--- src/rtl/dual_ready_sync.sv ---
module dual_ready_sync #(
  parameter int SYNC_STAGES = 2
) (
  input  logic clk,
  input  logic rst_n,
  input  logic cyc_start,
  input  logic srdy_n,
  input  logic srdy_en_n,
  input  logic ardy_n,
  input  logic ardy_en_n,
  output logic ready_n,
  output logic ready_async
);

  localparam int LAST = SYNC_STAGES - 1;

  typedef enum logic [1:0] {ST_IDLE, ST_STAT, ST_CMD} bus_st_t;

  bus_st_t          st;
  logic             ph2;
  logic             first_cmd;
  logic [LAST:0]    apipe;
  logic             acap;
  logic             rdy_q;
  logic             src_a;

  logic s_hit, a_hit;
  assign s_hit = ~srdy_n & ~srdy_en_n;
  assign a_hit = ~apipe[LAST] & ~ardy_en_n;

  always_ff @(posedge clk or negedge rst_n) begin
    if (!rst_n) begin
      st        <= ST_IDLE;
      ph2       <= 1'b0;
      first_cmd <= 1'b0;
      apipe     <= '1;
      acap      <= 1'b0;
      rdy_q     <= 1'b0;
      src_a     <= 1'b0;
    end else begin
      apipe <= {apipe[LAST-1:0], ardy_n};
      case (st)
        ST_IDLE: begin
          ph2 <= 1'b0;
          if (cyc_start) st <= ST_STAT;
        end
        ST_STAT: begin
          if (!ph2) ph2 <= 1'b1;
          else begin
            st        <= ST_CMD;
            ph2       <= 1'b0;
            first_cmd <= 1'b1;
            acap      <= 1'b0;
          end
        end
        default: begin
          if (!ph2) begin
            ph2   <= 1'b1;
            rdy_q <= s_hit | acap;
            src_a <= acap & ~s_hit;
          end else if (rdy_q) begin
            rdy_q     <= 1'b0;
            src_a     <= 1'b0;
            ph2       <= 1'b0;
            first_cmd <= 1'b0;
            st        <= cyc_start ? ST_STAT : ST_IDLE;
          end else begin
            ph2       <= 1'b0;
            first_cmd <= 1'b0;
            acap      <= a_hit;
          end
        end
      endcase
    end
  end

  assign ready_n     = ~rdy_q;
  assign ready_async = src_a;

  assert_stat_two_clk_R2: assert property (@(posedge clk) disable iff (!rst_n)
    (st == ST_STAT && !ph2) |=> (st == ST_STAT && ph2));

  assert_ready_only_cmd_ph2_R2: assert property (@(posedge clk) disable iff (!rst_n)
    !ready_n |-> (st == ST_CMD && ph2));

  assert_sync_source_R3: assert property (@(posedge clk) disable iff (!rst_n)
    (!ready_n && !ready_async) |-> $past(!srdy_n && !srdy_en_n));

  assert_async_enable_R4: assert property (@(posedge clk) disable iff (!rst_n)
    ready_async |-> !$past(ardy_en_n, 2));

  assert_no_zero_wait_async_R5: assert property (@(posedge clk) disable iff (!rst_n)
    (first_cmd && !ready_n) |-> !ready_async);

  assert_single_pulse_R7: assert property (@(posedge clk) disable iff (!rst_n)
    !ready_n |=> (ready_n && st != ST_CMD));

  assert_flag_with_ready_R8: assert property (@(posedge clk) disable iff (!rst_n)
    ready_async |-> !ready_n);

  assert_back_to_back_R9: assert property (@(posedge clk) disable iff (!rst_n)
    (!ready_n && cyc_start) |=> (st == ST_STAT && !ph2));

endmodule

--- config.mk ---
export PLATFORM = sky130hd
export DESIGN_NAME = dual_ready_sync
export DESIGN_NICKNAME = d
export VERILOG_FILES = /design/src/rtl/dual_ready_sync.sv
export SDC_FILE = /design/constraint.sdc
export NUM_CORES = 1
export LEC_CHECK = 0
export ABC_CLOCK_PERIOD_IN_PS = 2680
export BUFFER_PORTS_ARGS = -buffer_cell sky130_fd_sc_hd__buf_2
export CAP_MARGIN = 25
export CORE_AREA = 3 3 40 42
export DETAILED_ROUTE_END_ITERATION = 8
export DIE_AREA = 0 0 43 45
export PLACE_DENSITY_LB_ADDON = 0.1
export SYNTH_ARGS = -nofsm -noshare
export SYNTH_HDL_FRONTEND = slang
export SYNTH_SLANG_ARGS = --single-unit
--- constraint.sdc ---
create_clock -name clk -period 2.68 [get_ports clk]
set_input_delay 0.268 -clock clk [delete_from_list [all_inputs] [get_ports clk]]
set_output_delay 0.268 -clock clk [all_outputs]
set_load 0.01 [all_outputs]
==> summary.txt <==
Critical path
  – Setup crit end: ready_n
  – WS Path Type: reg -> out
  – R2R cell count: 3
  – Max Fanout on Critical Path: 5
  – Critical path launch point type: register
  – R2R setup slack: approximately 1.6 ns
  – R2R Path End: acap
  – RR Startpoint: ph2
  – Critical path capture point type: output pin
  – Required time worst endpoint: 2.41 ns
  – Worst setup path start: rdy_q
  – CP arrival: just over 0.9 ns

Logic synthesis
  – Top cell type's share of synthesized area: 45.1%
  – Ranking of synthesized cells by area: dfrtp_1 45%, dfstp_2 16%, o41ai_2 4.9%, o21ai_0 4.5%, nor2_1 3.4%
  – Synth Instances: 30
  – Commonest cells in the netlist: 6 x dfrtp_1, 3 x nor2_1, 3 x o21ai_0
  – Syn avg cell area: 11.1 µm²
  – Top-count cell post-synth: dfrtp_1
  – Synthesized cell area: between 300 and 400 µm²
  – EDFF count, synth: 0
  – Synthesized Nets: 37
  – Async S/R FF share, synth: 100%
  – Yosys reg bits: 8
  – Synth warnings: 0
  – Synth unique cells: 17
  – Seq/Total Area, Yosys: 60.9%
  – Area leader, netlist: dfrtp_1
  – Primary FF master, synth: dfrtp_1

Detailed routing
  – DR vias: between 200 and 250
  – First DRT Iteration DRCs: 6
  – Antenna viol nets, final: 0
  – Met2 routed WL: 274 µm
  – Vias per inst: 4.26
  – Top Layer Used: met3
  – Wire length on met1: 288 µm
  – Routed met3 length: around 60 µm
  – DRC Markers: 0
  – DRT Pass-1 Iters: 2
  – Post-DR wirelength/cell: around 11 µm
  – Routed Wire Length: around 620 µm

Place
  – IO Port Bufs: 8
  – Routability cong.: ~0.66

GRT
  – Largest net degree at the start of global routing: 11
  – Total GRT Usage: around 8.6%
  – First-pass GRT wire length: 1.15 mm
  – Vias in the first global route: 265
  – Global route overflow: 0
  – Initial antenna violation count: 0

Clock tree
  – Clk root buf: clkbuf_4
  – Clock Latency Late Sink: 0.26 ns
  – Clock buffer depth: 2
  – CTS tree: built
  – TritonCTS Sinks: 8
  – CTS HTree Levels: 1
  – CTS clk-pin slew, worst paths: 0.06 ns
  – TritonCTS Buffers: 3

Finish
  – # diodes: 0
  – Synthesis-to-finish area growth: 27.1%
  – Layout cells sized above 1: between 40% and 50%
  – Nets: 50

Floorplan
  – Starting density of the core: 25.9%
  – Ports: 9
  – Die width: 43 µm
  – DIE AREA: 1940 µm²
  – Die Height: 45 µm
  – Core area: 1280 µm²
  – Row count: 13

Timing
  – Setup Skew: roughly 0.016 ns
  – Final Hold Fails: 0
  – Fin crit period: about 1.2 ns
  – Post-route clock period utilization: a little over two fifths
  – Final setup viols: 0
  – RSZ-0062 raised after global routing: false
  – Worst rel slew slack: 82.8%
  – Final TNS setup: 0 ns
  – Fmax: about 850 MHz
  – Slew Limit Fails: 0
  – Worst Max-Slew Pin Slew: 0.258 ns

Status
  – Status: finished, final reports clean

Flow run
  – MaxCap Viol Count: 0

Power and ir drop
  – Pwr Density: 1100 nW/µm²
  – Total chip power: 0.465 mW
  – Leak Pwr: 0.205 nW
  – Peak supply drop: 0.491 mV

Hold path
  – Tightest Hold Check Type: in -> reg
-- registers in the layout (all words and copies together) (netlist names) --
| signal | flops |
|---|---|
| apipe | 2 |
| st | 2 |
| acap | 1 |
| ph2 | 1 |
| rdy_q | 1 |
| ready_async | 1 |
-- cell usage in the layout (no fill, tap or decap) --
master	synthesis	final
o31ai_1	1	1
dfrtp_1	6	6
o41ai_2	1	1
buf_2	1	8
a21o_1	1	1
clkbuf_1	0	1
inv_2	1	1
o211ai_1	1	1
o22ai_1	1	1
dfstp_2	2	2
inv_1	2	2
a21bo_2	1	1
nand2_1	2	2
nor3_1	1	1
a22o_2	1	1
clkbuf_4	0	3
o21ai_0	3	3
dlygate4sd3_1	0	1
nor2_1	3	3
a21oi_1	2	2
-- area by class of cell --
cell class                      instances  area (µm²)
Tap cell                               15        18.8
Fill cell                             135         862
Clock buffer                            4        26.3
Inverter                                3        11.3
Sequential cell                         8         203
Multi-Input combinational cell         18         114
Timing Repair Buffer                    9        50.0
-- worst max-delay path, stage by stage (launching register included) --
cell     delay (ns)
dfrtp_1        0.42
inv_1          0.10
buf_2          0.13
-- worst min path at each step --
stage                     startpoint     endpoint  cells after the start
after floorplan                rst_n         acap                      0
after global placement         rst_n  ready_async                      1
after detailed placement       rst_n        rdy_q                      1
after CTS                     ardy_n     apipe[0]                      1
after global routing          ardy_n     apipe[0]                      1
final                         ardy_n     apipe[0]                      1
-- logic make-up (layout without fill, tap and decap cells) --
logic type	after synthesis	in the layout	synth area share, %
compound gates	12	12	27.1
flops	8	8	60.9
simple gates	6	6	7.14
buf+inv	4	16	4.89
-- report_power, final --
| group | internal [mW] | switching, mW | leakage [nW] |
|---|---|---|---|
| combinational | 0.0717 | 0.0677 | 0.0949 |
| clock | 0.0568 | 0.0397 | 0.0150 |
| sequential | 0.169 | 0.0598 | 0.0953 |
-- per-stage QoR --
stage / setup slack (ns) / cells / utilization, % / cell area [µm²] / hold WS [ns]
2_1_floorplan: 1.70 / 30 / - / 333 / -0.0276
3_3_place_gp: 1.61 / 52 / 30.1 / 387 / 0.120
3_5_place_dp: 1.63 / 52 / 30.1 / 387 / 0.121
4_1_cts: 1.48 / 57 / 32.9 / 423 / 0.114
5_1_grt: 1.42 / 57 / 32.9 / 423 / 0.102
6_report: 1.50 / 57 / 32.9 / 423 / 0.125
-- routing by layer --
metal	up-vias	track usage, %
met5	-	0
met3	0	8.37
met1	108	10.1
li1	128	-
met2	7	11.1
met4	0	1.81
-- timing repair --
action / CTS / global route
hold buffers: 1 / 0
endpoints found under the hold margin: 6 / 0
resized for setup: 0 / 0
setup buffers: 0 / 0
No activity file was read; power rests on OpenSTA's default activity.
